`src/rtl/xchg_pkg.sv`:
```
package xchg_pkg;
  localparam int NPATH = 4;
  localparam int P_AB1 = 0;
  localparam int P_AB2 = 1;
  localparam int P_B1A = 2;
  localparam int P_B2A = 3;

  typedef struct packed {
    logic sel_b1;
    logic a_en;
    logic b_en;
  } ctrl_t;
endpackage

```
`src/rtl/xchg_reg.sv`:
```
module xchg_reg #(
  parameter int W = 12
) (
  input  logic         clk,
  input  logic         rst_n,
  input  logic         ld_n,
  input  logic [W-1:0] d,
  output logic [W-1:0] q
);
  logic [W-1:0] q_nx;

  always_comb begin
    q_nx = q;
    if (!ld_n) q_nx = d;
  end

  always_ff @(posedge clk or negedge rst_n) begin
    if (!rst_n) q <= '0;
    else        q <= q_nx;
  end
endmodule

```
`src/rtl/xchg_ctrl.sv`:
```
module xchg_ctrl
  import xchg_pkg::*;
(
  input  logic  clk,
  input  logic  rst_n,
  input  logic  sel_b1,
  input  logic  a_oe_n,
  input  logic  b_oe_n,
  output ctrl_t ctl_q
);
  ctrl_t ctl_nx;

  always_comb begin
    ctl_nx.sel_b1 = sel_b1;
    ctl_nx.a_en   = ~a_oe_n;
    ctl_nx.b_en   = ~b_oe_n;
  end

  always_ff @(posedge clk or negedge rst_n) begin
    if (!rst_n) ctl_q <= '0;
    else        ctl_q <= ctl_nx;
  end
endmodule

```
`src/rtl/xchg_gate.sv`:
```
module xchg_gate #(
  parameter int W = 12
) (
  input  logic         en,
  input  logic [W-1:0] d,
  output logic [W-1:0] q
);
  always_comb q = en ? d : '0;
endmodule

```
`src/rtl/xchg_ret_mux.sv`:
```
module xchg_ret_mux #(
  parameter int W = 12
) (
  input  logic         pick_b1,
  input  logic [W-1:0] from_b1,
  input  logic [W-1:0] from_b2,
  output logic [W-1:0] ret
);
  always_comb ret = pick_b1 ? from_b1 : from_b2;
endmodule

```
`src/rtl/tri_port_xchg.sv`:
```
module tri_port_xchg
  import xchg_pkg::*;
#(
  parameter int W = 12
) (
  input  logic         clk,
  input  logic         rst_n,
  input  logic [W-1:0] a_in,
  output logic [W-1:0] a_out,
  output logic         a_oe,
  input  logic [W-1:0] b1_in,
  output logic [W-1:0] b1_out,
  output logic         b1_oe,
  input  logic [W-1:0] b2_in,
  output logic [W-1:0] b2_out,
  output logic         b2_oe,
  input  logic         ld_a_to_b1_n,
  input  logic         ld_a_to_b2_n,
  input  logic         ld_b1_to_a_n,
  input  logic         ld_b2_to_a_n,
  input  logic         sel_b1,
  input  logic         a_oe_n,
  input  logic         b_oe_n
);
  logic [W-1:0] d_arr  [NPATH];
  logic [W-1:0] q_arr  [NPATH];
  logic         ld_arr [NPATH];
  ctrl_t        ctl_q;
  logic [W-1:0] ret_w;

  always_comb begin
    d_arr[P_AB1]  = a_in;
    d_arr[P_AB2]  = a_in;
    d_arr[P_B1A]  = b1_in;
    d_arr[P_B2A]  = b2_in;
    ld_arr[P_AB1] = ld_a_to_b1_n;
    ld_arr[P_AB2] = ld_a_to_b2_n;
    ld_arr[P_B1A] = ld_b1_to_a_n;
    ld_arr[P_B2A] = ld_b2_to_a_n;
  end

  for (genvar i = 0; i < NPATH; i++) begin : g_path
    xchg_reg #(.W(W)) u_reg (
      .clk  (clk),
      .rst_n(rst_n),
      .ld_n (ld_arr[i]),
      .d    (d_arr[i]),
      .q    (q_arr[i])
    );
  end

  xchg_ctrl u_ctrl (
    .clk   (clk),
    .rst_n (rst_n),
    .sel_b1(sel_b1),
    .a_oe_n(a_oe_n),
    .b_oe_n(b_oe_n),
    .ctl_q (ctl_q)
  );

  xchg_ret_mux #(.W(W)) u_mux (
    .pick_b1(ctl_q.sel_b1),
    .from_b1(q_arr[P_B1A]),
    .from_b2(q_arr[P_B2A]),
    .ret    (ret_w)
  );

  xchg_gate #(.W(W)) u_gate_a  (.en(ctl_q.a_en), .d(ret_w),        .q(a_out));
  xchg_gate #(.W(W)) u_gate_b1 (.en(ctl_q.b_en), .d(q_arr[P_AB1]), .q(b1_out));
  xchg_gate #(.W(W)) u_gate_b2 (.en(ctl_q.b_en), .d(q_arr[P_AB2]), .q(b2_out));

  assign a_oe  = ctl_q.a_en;
  assign b1_oe = ctl_q.b_en;
  assign b2_oe = ctl_q.b_en;

  // Outward and inward register behaviour, observed at ports where possible
  p_out1_load_r1: assert property (@(posedge clk) disable iff (!rst_n)
    (!ld_a_to_b1_n && !b_oe_n) |=> (b1_out == $past(a_in)));
  p_out2_load_r2: assert property (@(posedge clk) disable iff (!rst_n)
    (!ld_a_to_b2_n && !b_oe_n) |=> (b2_out == $past(a_in)));
  p_in_load_r3: assert property (@(posedge clk) disable iff (!rst_n)
    (!ld_b1_to_a_n && sel_b1 && !a_oe_n) |=> (a_out == $past(b1_in)));
  p_sel_route_r4: assert property (@(posedge clk) disable iff (!rst_n)
    (!a_oe_n && !sel_b1) |=> (a_out == q_arr[P_B2A]));
  p_no_capture_r5: assert property (@(posedge clk) disable iff (!rst_n)
    (ld_b1_to_a_n && ld_b2_to_a_n) |=> ($stable(q_arr[P_B1A]) && $stable(q_arr[P_B2A])));
  p_aoe_sample_r6: assert property (@(posedge clk) disable iff (!rst_n)
    a_oe_n |=> !a_oe);
  p_boe_pair_r7: assert property (@(posedge clk) disable iff (!rst_n)
    b1_oe == b2_oe);
  p_quiet_a_r8: assert property (@(posedge clk) disable iff (!rst_n)
    !a_oe |-> (a_out == '0));
  p_quiet_b_r8: assert property (@(posedge clk) disable iff (!rst_n)
    !b1_oe |-> ((b1_out == '0) && (b2_out == '0)));
endmodule

```
`config.mk`:
```
export PLATFORM = sky130hd
export DESIGN_NAME = tri_port_xchg
export DESIGN_NICKNAME = d
export VERILOG_FILES = /design/src/rtl/xchg_pkg.sv /design/src/rtl/xchg_reg.sv /design/src/rtl/xchg_ctrl.sv /design/src/rtl/xchg_gate.sv /design/src/rtl/xchg_ret_mux.sv /design/src/rtl/tri_port_xchg.sv
export SDC_FILE = /design/constraint.sdc
export NUM_CORES = 1
export LEC_CHECK = 0
export ABC_AREA = 1
export BUFFER_PORTS_ARGS = -buffer_cell sky130_fd_sc_hd__buf_4
export CAP_MARGIN = 20
export CORE_MARGIN = 5
export CORE_UTILIZATION = 33
export DETAILED_ROUTE_END_ITERATION = 8
export HOLD_SLACK_MARGIN = 0.15
export PLACE_DENSITY_LB_ADDON = 0.08
export SLEW_MARGIN = 20
export SYNTH_ARGS = -nofsm -noshare
export SYNTH_HDL_FRONTEND = slang
export SYNTH_HIERARCHICAL = 1
export SYNTH_SLANG_ARGS = --single-unit
```
`constraint.sdc`:
```
create_clock -name clk -period 0.8 [get_ports clk]
set_input_delay 0.08 -clock clk [delete_from_list [all_inputs] [get_ports clk]]
set_output_delay 0.08 -clock clk [all_outputs]
set_load 0.02 [all_outputs]
```
==> flow_summary.toml, run 1 <==
[setup_path]
crit_fanout = 5
worst-r2r-cell-count = 3
cp.arrival_ns = 1.25
required_ns = 0.72
reg2reg_slack_ns = 0.09
worstSetupPathType = "register to output port"
r2r-start = "g_path[2].u_reg/q[11]$_DFFE_PN0N_"
startpoint_type = "register"
crit_path_end_kind = "output port"
worstReg2RegEnd = "g_path[2].u_reg/q[11]$_DFFE_PN0N_"

[global_routing]
grt_usage_pct = 15.1
grtUsageMet1_pct = 18.3
met2_usage_pct = 26.8
met3_usage_pct = 3.19
grt.busiest_layer = "met2"
overflow = 0
grt_pass1_wl_um = 10700
grt_pass1_vias = 2384
grt_antenna_before_repair = 0
grt_max_degree = 25

[place]
placed_cell_area_um2 = 3090
place_inst = 499
portBuffers = 83
hpwlAfterDp_um = 4430
place_congestion = 0.810

[clocking]
clock_path_buffers = 2
hold_buffers = 40
cts.clk_slew.worst_paths_ns = 0.10
cts_tree = "done"
clkLatencyLatePin_ns = 0.30
numCtsBuffers = 5
cts_max_level = 2
cts_root_buffer = "clkbuf_8"
cts_sinks = 51

[yosys]
ys_seq_area_share_pct = 53.5
ys_ff_latch = 51
netlist_instances = 324
synth_cell_types = 6
yosysWarnings = 6
syn-num-nets = 369
avgSynthCellArea_um2 = 7.36
synth_area_um2 = 2380

[worst_hold_path]
min_to = "g_path[1].u_reg/q[0]$_DFFE_PN0N_"
holdPathStages = 3
min-delay-start = "ld_a_to_b2_n"
hold_path_class = "input port to register"

[finish]
final_cell_area_um2 = 4010
area_delta_synth_final_pct = 68.3
layout.cells.non_filler = 554
diodes = 0
finish.utilization_pct = 56.2
drive_gt1_share_pct = 38.7
final_nets = 499

[timing]
tns_ns = -18.78
finalWorstSetupSlack_ns = -0.532
hold_violations = 0
relSlewSlack_pct = 85.3
period_share_pct = 167
skew_ns = 0
fmax_mhz = 751
rsz0062_at_grt = "yes"
setup_viol = 39
report.final.slew_viol_count = 0
worst_pin_slew_ns = 0.221
min_period_ns = 1.33

[power_and_ir_drop]
ir_drop_mv = 0.713
power_density_nw_per_um2 = 1510
finalPower_mw = 6.04
p_leak_nw = 2.36

[drt]
viasPerCell = 4.16
vias = 2306
wire_per_inst_um = 12.2
drc_errors = 0
routed_wl_um = 6780
ant_nets = 0
drt_pass1_iterations = 4
drt_iter0_drc = 68

[floorplan]
core_um2 = 7140
dieArea_um2 = 9020
start_util_pct = 33.4
dieHeight_um = 95.0
dieWidth_um = 95.0
io_pins = 84
num_rows = 31

[outcome]
violations = "setup timing"
outcome = "finished with violations"

[flow_run]
cap_viol_max_count = 0
-- worst max-delay path by stage --
| stage | startpoint | to | slack [ns] | depth (start not counted) |
|---|---|---|---|---|
| final | u_ctrl/ctl_q[2]$_DFF_PN0_ | a_out[1] | -0.53 | 6 |
| after CTS | u_ctrl/ctl_q[2]$_DFF_PN0_ | a_out[1] | -0.55 | 6 |
| after floorplan | u_ctrl/ctl_q[2]$_DFF_PN0_ | a_out[10] | -0.08 | 6 |
| after global routing | u_ctrl/ctl_q[2]$_DFF_PN0_ | a_out[0] | -0.64 | 6 |
| after global placement | u_ctrl/ctl_q[2]$_DFF_PN0_ | a_out[2] | -0.25 | 6 |
| after detailed placement | u_ctrl/ctl_q[2]$_DFF_PN0_ | a_out[2] | -0.24 | 6 |
-- Yosys cell counts, drive strengths merged --
master | number | area share (%)
buf | 14 | 5.7
dfrtp | 51 | 54
inv | 43 | 6.8
nand2 | 216 | 34
-- per-stage QoR --
stage,setup slack (ns),hold slack [ns]
after global placement,-0.247,-0.0480
after global routing,-0.638,0.0805
after CTS,-0.547,0.0726
after floorplan,-0.0843,-0.216
after detailed placement,-0.240,-0.0491
final,-0.532,0.0846
-- placed cells by master (no fill, tap or decap) --
cell,count
nand2_1,187
buf_4,49
dfrtp_1,48
buf_6,42
inv_2,40
dlygate4sd3_1,40
nand2_4,22
nand2_2,7
clkbuf_8,5
buf_12,3
dfrtp_2,3
clkbuf_1,2
clkbuf_16,2
inv_1,2
clkinv_2,1
buf_8,1
clkinv_4,1
-- kinds of logic (layout without fill, tap and decap cells) --
family,after synthesis,in the layout,share of synthesized area [%]
and+or+nand+nor,216,216,34.0
DFF,51,51,53.5
buffers and inverters,57,188,12.4
-- cell type report --
class	count	area, um^2
Timing Repair Buffer	137	1370
Tap cell	99	124
Fill cell	728	3130
Clock inverter	1	5.00
Sequential cell	51	1280
Multi-Input combinational cell	216	993
Inverter	43	166
Clock buffer	7	76.3
-- layer usage --
layer / vias up / wire [um]
met1: 1050 / 2860
met3: 10 / 389
met5: - / 0
met4: 0 / 116
met2: 63 / 3410
li1: 1183 / -
-- sequential cells by signal, indices dropped and copies added (netlist names) --
register        cells
g_path.u_reg/q     48
u_ctrl/ctl_q        3
-- report_power, final --
| part | total [mW] | switching, mW | internal, mW | leakage (nW) |
|---|---|---|---|---|
| logic | 1.58 | 0.769 | 0.816 | 1.70 |
| clock network | 1.45 | 0.838 | 0.617 | 0.0422 |
| registers | 3.00 | 0.205 | 2.80 | 0.617 |
-- critical path, stage by stage, from the launching register on --
cell and delay, ns:
dfrtp_2 0.46, buf_6 0.15, nand2_1 0.06, nand2_1 0.05
nand2_1 0.08, inv_2 0.04, buf_6 0.12
-- repair_timing --
action / in CTS / in global routing
endpoints found under the setup margin: 39 / 39
endpoints found under the hold margin: 102 / 48
cloned: 1 / 3
pin swaps: 1 / 0
resized for setup: 28 / 74
buffers inserted: 3 / 0
Note: power is estimated with default switching activity, not from simulation.
==> inputs of run 2 (changes only) <==
CORE_ASPECT_RATIO = 1.75   (was not set)
SYNTH_HIERARCHICAL = not set   (was 1)
==> flow_summary.toml, run 2 <==
[clocking]
cts_tree = "done"
cts_root_buffer = "clkbuf_16"
clock_path_buffers = 2
cts_sinks = 51
cts.clk_slew.worst_paths_ns = 0.06
clkLatencyLatePin_ns = 0.28
hold_buffers = 42
cts_max_level = 2
numCtsBuffers = 5

[outcome]
violations = "setup timing"
outcome = "finished with violations"

[timing]
fmax_mhz = 756
relSlewSlack_pct = 81.4
report.final.slew_viol_count = 0
min_period_ns = 1.32
finalWorstSetupSlack_ns = -0.523
worst_pin_slew_ns = 0.280
period_share_pct = 165
rsz0062_at_grt = "yes"
hold-worst-slack_ns = 0.104
skew_ns = 0
hold_violations = 0
setup_viol = 39

[yosys]
synth_top_area_share_pct = 54.8
yosysWarnings = 0
syn-num-nets = 340
ys_seq_area_share_pct = 54.8
ys_async_sr_fraction_pct = 100
avgSynthCellArea_um2 = 7.89
netlist_instances = 295
ys_ff_latch = 51
synth_commonest_cells = "nand2_1, inv_1, dfrtp_1"
synth_enable_flop_cells = 0
ys_top_cells_by_area = "dfrtp_1, nand2_1, inv_1"
yosysTopAreaCell = "dfrtp_1"
synth_area_um2 = 2330
yosysMostFrequentCell = "nand2_1"
synth_cell_types = 10
synthFlopType = "dfrtp_1"

[drt]
wire_per_inst_um = 11.6
routed_wl_um = 5930
vias = 2164
ant_nets = 0
drt_pass1_iterations = 4
drc_errors = 0
drt_iter0_drc = 87
viasPerCell = 4.23

[setup_path]
cp.arrival_ns = 1.24
cp_slowest_cell = "dfrtp_1"
max_stage_delay_ns = 0.40
required_ns = 0.72
crit_path_end_kind = "output port"
crit_fanout = 24
startpoint_type = "register"
crit_path_cell_trace = "buf_12 > nor2_1 > nor2_4 > buf_4"
worstSetupPathType = "register to output port"

[finish]
area_delta_synth_final_pct = 78.9
largest_reg_flops = 48
diodes = 0
layout_commonest_cell = "nand2_1"
final_nets = 472
top_regs = "g_path.u_reg.q: 48 flops, u_ctrl.ctl_q: 3 flops"
final_cell_mix = "nand2_1, buf_4, dfrtp_1"
layout.cells.non_filler = 512
largest_register = "g_path.u_reg.q"
drive_gt1_share_pct = 43.5

[floorplan]
core_um2 = 6860
dieHeight_um = 121
dieWidth_um = 73.5
io_pins = 84
num_rows = 40
dieArea_um2 = 8900
start_util_pct = 33.9

[global_routing]
grt_pass1_vias = 2077
grt_antenna_before_repair = 0
overflow = 0
grt_usage_pct = 13.6
grt_pass1_wl_um = 9440
grt_max_degree = 52

[place]
hpwlAfterDp_um = 3740
place_inst = 457
place_congestion = 0.702
portBuffers = 83

[power_and_ir_drop]
finalPower_mw = 7.08
p_leak_nw = 2.24
ir_drop_mv = 1.14
power.share.switching_pct = 26.3
power_density_nw_per_um2 = 1700
p_int_mw = 5.22
p_seq_share_pct = 41.9
combPwrFrac_pct = 23.4
pwr-share-clk_pct = 34.7
switchingPower_mw = 1.87

[flow_run]
cap_viol_max_count = 0

[worst_hold_path]
hold_path_class = "input port to register"
-- run 2: cell count changes in the layout (fill, tap and decap cells not counted), moves of 5 or more --
cell       change
nand2_1      -133
nor2_1        +19
a21oi_2        +8
nor2_2         +7
o21ai_0       +36
inv_2         -16
nor2_4        +10
inv_1         +36
clkbuf_16      +5
buf_6          -5
-- run 2: area by class of cell --
class / count / area (um^2)
sequential: 51 / 1280
inverter: 62 / 233
fill: 597 / 2690
clock inverter: 2 / 35.0
multi-input combinational: 168 / 988
clock buffer: 6 / 139
timing repair buffer: 139 / 1390
tap: 84 / 105
-- run 2: critical path: cells and delay by family (launching register included) --
family,cells,cell delay (ns)
flops,1,0.40
simple gates,2,0.23
buf+inv,2,0.32
-- run 2: stage by stage --
stage | utilization, % | setup WS, ns | TNS (ns) | cell area (um^2)
after detailed placement | 46.5 | -0.232 | -5.00 | 3190
after global routing | 60.7 | -0.587 | -19.91 | 4160
final | 60.7 | -0.523 | -17.74 | 4160
after floorplan | - | -0.112 | -2.59 | 2470
after global placement | 46.5 | -0.211 | -4.58 | 3190
after CTS | 56.0 | -0.540 | -17.33 | 3840
-- run 2: final timing paths --
check	start	endpoint	slack, ns	cells after the start
setup reg to reg	g_path[2].u_reg.q[2]$_DFFE_PN0N_	g_path[2].u_reg.q[2]$_DFFE_PN0N_	0.09	3
setup / recovery	u_ctrl.ctl_q[2]$_DFF_PN0_	a_out[6]	-0.52	4
max in group asynchronous	rst_n	u_ctrl.ctl_q[0]$_DFF_PN0_	0.25	3
hold / removal	ld_a_to_b2_n	g_path[1].u_reg.q[8]$_DFFE_PN0N_	0.10	2
hold reg to reg	g_path[3].u_reg.q[4]$_DFFE_PN0N_	g_path[3].u_reg.q[4]$_DFFE_PN0N_	0.48	2
min in group asynchronous	rst_n	g_path[3].u_reg.q[0]$_DFFE_PN0N_	0.31	3
-- run 2: logic make-up (layout without fill, tap and decap cells) --
kind of cell | after synthesis | after routing | synth area share (%)
AO/OA/AOI/OAI | 48 | 48 | 11.6
flip-flops | 51 | 51 | 54.8
buffers and inverters | 76 | 209 | 14.2
AND/OR/NAND/NOR | 120 | 120 | 19.4
-- run 2: routing by layer --
metal | part of all wire (%) | up-vias | track usage, %
met5 | 0 | - | 0
met1 | 36 | 967 | 15.3
met3 | 5.0 | 12 | 3.15
li1 | - | 1128 | -
met4 | 2.7 | 0 | 6.01
met2 | 56 | 57 | 23.6
-- run 2: power groups by stage --
stage / Combinational, mW / Sequential [mW] / Clock (mW)
CTS: 1.49 / 2.92 / 2.56
global placement: 1.27 / 2.97 / 0
detailed placement: 1.28 / 2.97 / 0
global route: 1.83 / 2.99 / 2.64
floorplan: 0.729 / 2.95 / 0
finish: 1.66 / 2.97 / 2.46
-- run 2: what timing repair did --
action / 4_1_cts / 5_1_grt
pin swaps: 0 / 1
gates resized for setup: 10 / 72
endpoints found under the setup margin: 39 / 41
gates cloned: 0 / 3
buffers inserted: 2 / 0
endpoints found under the hold margin: 102 / 8
==> inputs of run 3 (changes only) <==
MAX_ROUTING_LAYER = met4   (was not set)
==> flow_summary.toml, run 3 (same netlist as run 2, synthesis figures left out) <==
[power_and_ir_drop]
ir_drop_mv = 1.14
combPwrFrac_pct = 23.4
p_leak_nw = 2.24
pwr-share-clk_pct = 34.7
finalPower_mw = 7.08
power.share.switching_pct = 26.3
p_seq_share_pct = 41.9
p_int_mw = 5.22
power_density_nw_per_um2 = 1700
switchingPower_mw = 1.86

[floorplan]
dieHeight_um = 121
dieWidth_um = 73.5
dieArea_um2 = 8900
start_util_pct = 33.9
core_um2 = 6860
io_pins = 84
num_rows = 40

[global_routing]
grt_usage_pct = 13.9
grt_pass1_wl_um = 9450
grt_max_degree = 52
overflow = 0
grt_pass1_vias = 2079
grt_antenna_before_repair = 0

[place]
portBuffers = 83
place_inst = 457
placed_cell_area_um2 = 3190
hpwlAfterDp_um = 3740
place_congestion = 0.710

[setup_path]
crit_fanout = 24
r2r-start = "g_path[2].u_reg.q[2]$_DFFE_PN0N_"
reg2reg_slack_ns = 0.09
required_ns = 0.72
startpoint_type = "register"
cp.arrival_ns = 1.25
worstSetupPathType = "register to output port"
crit_path_end_kind = "output port"
setup.worst_path.start = "u_ctrl.ctl_q[2]$_DFF_PN0_"

[timing]
period_share_pct = 166
hold-worst-slack_ns = 0.106
tns_ns = -17.86
min_period_ns = 1.33
rsz0062_at_grt = "yes"
fmax_mhz = 754
hold_violations = 0
relSlewSlack_pct = 81.3
skew_ns = 0
finalWorstSetupSlack_ns = -0.526
report.final.slew_viol_count = 0
setup_viol = 39
worst_pin_slew_ns = 0.280

[finish]
final_nets = 472
layout_commonest_cell = "nand2_1"
largest_register = "g_path.u_reg.q"
drive_gt1_share_pct = 43.5
largest_reg_flops = 48
final_cell_mix = "nand2_1, buf_4, dfrtp_1"
top_regs = "g_path.u_reg.q: 48 flops, u_ctrl.ctl_q: 3 flops"
layout.cells.non_filler = 512
final_cell_area_um2 = 4160
diodes = 0
area_delta_synth_final_pct = 78.9

[clocking]
cts.clk_slew.worst_paths_ns = 0.06
cts_tree = "done"
numCtsBuffers = 5
hold_buffers = 42
clkLatencyLatePin_ns = 0.28
cts_sinks = 51
clock_path_buffers = 2
cts_max_level = 2
cts_root_buffer = "clkbuf_16"

[outcome]
outcome = "finished with violations"
violations = "setup timing"

[worst_hold_path]
hold_path_class = "input port to register"
min-delay-start = "ld_a_to_b2_n"

[drt]
wire_per_inst_um = 11.6
routed_wl_um = 5930
drt_iter0_drc = 90
vias = 2159
drt_pass1_iterations = 4
viasPerCell = 4.22
ant_nets = 0
drc_errors = 0

[flow_run]
cap_viol_max_count = 0
## run 3: cell counts in the layout (fill, tap and decap cells not counted)
Identical to the previous run, type by type.
## run 3: layer usage
layer  vias to the layer above  track usage [%]  wire length [um]
met3                        12             3.07               287
met2                        55             23.6              3340
met5                         -                -                 0
met4                         0             6.01               160
li1                       1127                -                 -
met1                       965             15.3              2140
## run 3: layout make-up
class                           instances  area [um^2]
Tap cell                               84          105
Timing Repair Buffer                  139         1390
Fill cell                             597         2690
Clock inverter                          2         35.0
Sequential cell                        51         1280
Clock buffer                            6          139
Multi-Input combinational cell        168          988
Inverter                               62          233
## run 3: power by group through the flow
stage	Clock (mW)	Sequential, mW	Combinational, mW
after floorplan	0	2.95	0.729
after global placement	0	2.97	1.27
after detailed placement	0	2.97	1.28
after CTS	2.56	2.92	1.49
after global routing	2.64	2.99	1.83
final	2.46	2.97	1.66
## run 3: stage by stage
step	util, %	setup WS (ns)
2_1_floorplan	-	-0.112
3_3_place_gp	46.5	-0.211
3_5_place_dp	46.5	-0.232
4_1_cts	56.0	-0.540
5_1_grt	60.7	-0.587
6_report	60.7	-0.526
## run 3: path summary, 6_finish.rpt
path / depth (start not counted) / endpoint
worst max register to register: 3 / g_path[2].u_reg.q[2]$_DFFE_PN0N_
worst min-delay path: 2 / g_path[1].u_reg.q[8]$_DFFE_PN0N_
worst min register to register: 2 / g_path[3].u_reg.q[4]$_DFFE_PN0N_
max in group asynchronous: 3 / u_ctrl.ctl_q[0]$_DFF_PN0_
worst max-delay path: 4 / a_out[6]
min in group asynchronous: 3 / g_path[3].u_reg.q[0]$_DFFE_PN0N_
## run 3: worst max-delay path, cell delays in order (launching register included)
cell	delay (ns)
dfrtp_1	0.40
buf_12	0.17
nor2_1	0.19
nor2_4	0.05
buf_4	0.15
## run 3: what timing repair did
item | CTS | global route
setup buffers | 2 | 0
pin swaps | 0 | 1
gates cloned | 0 | 3
hold endpoints to repair | 102 | 8
endpoints found under the setup margin | 39 | 41
gates resized for setup | 10 | 72
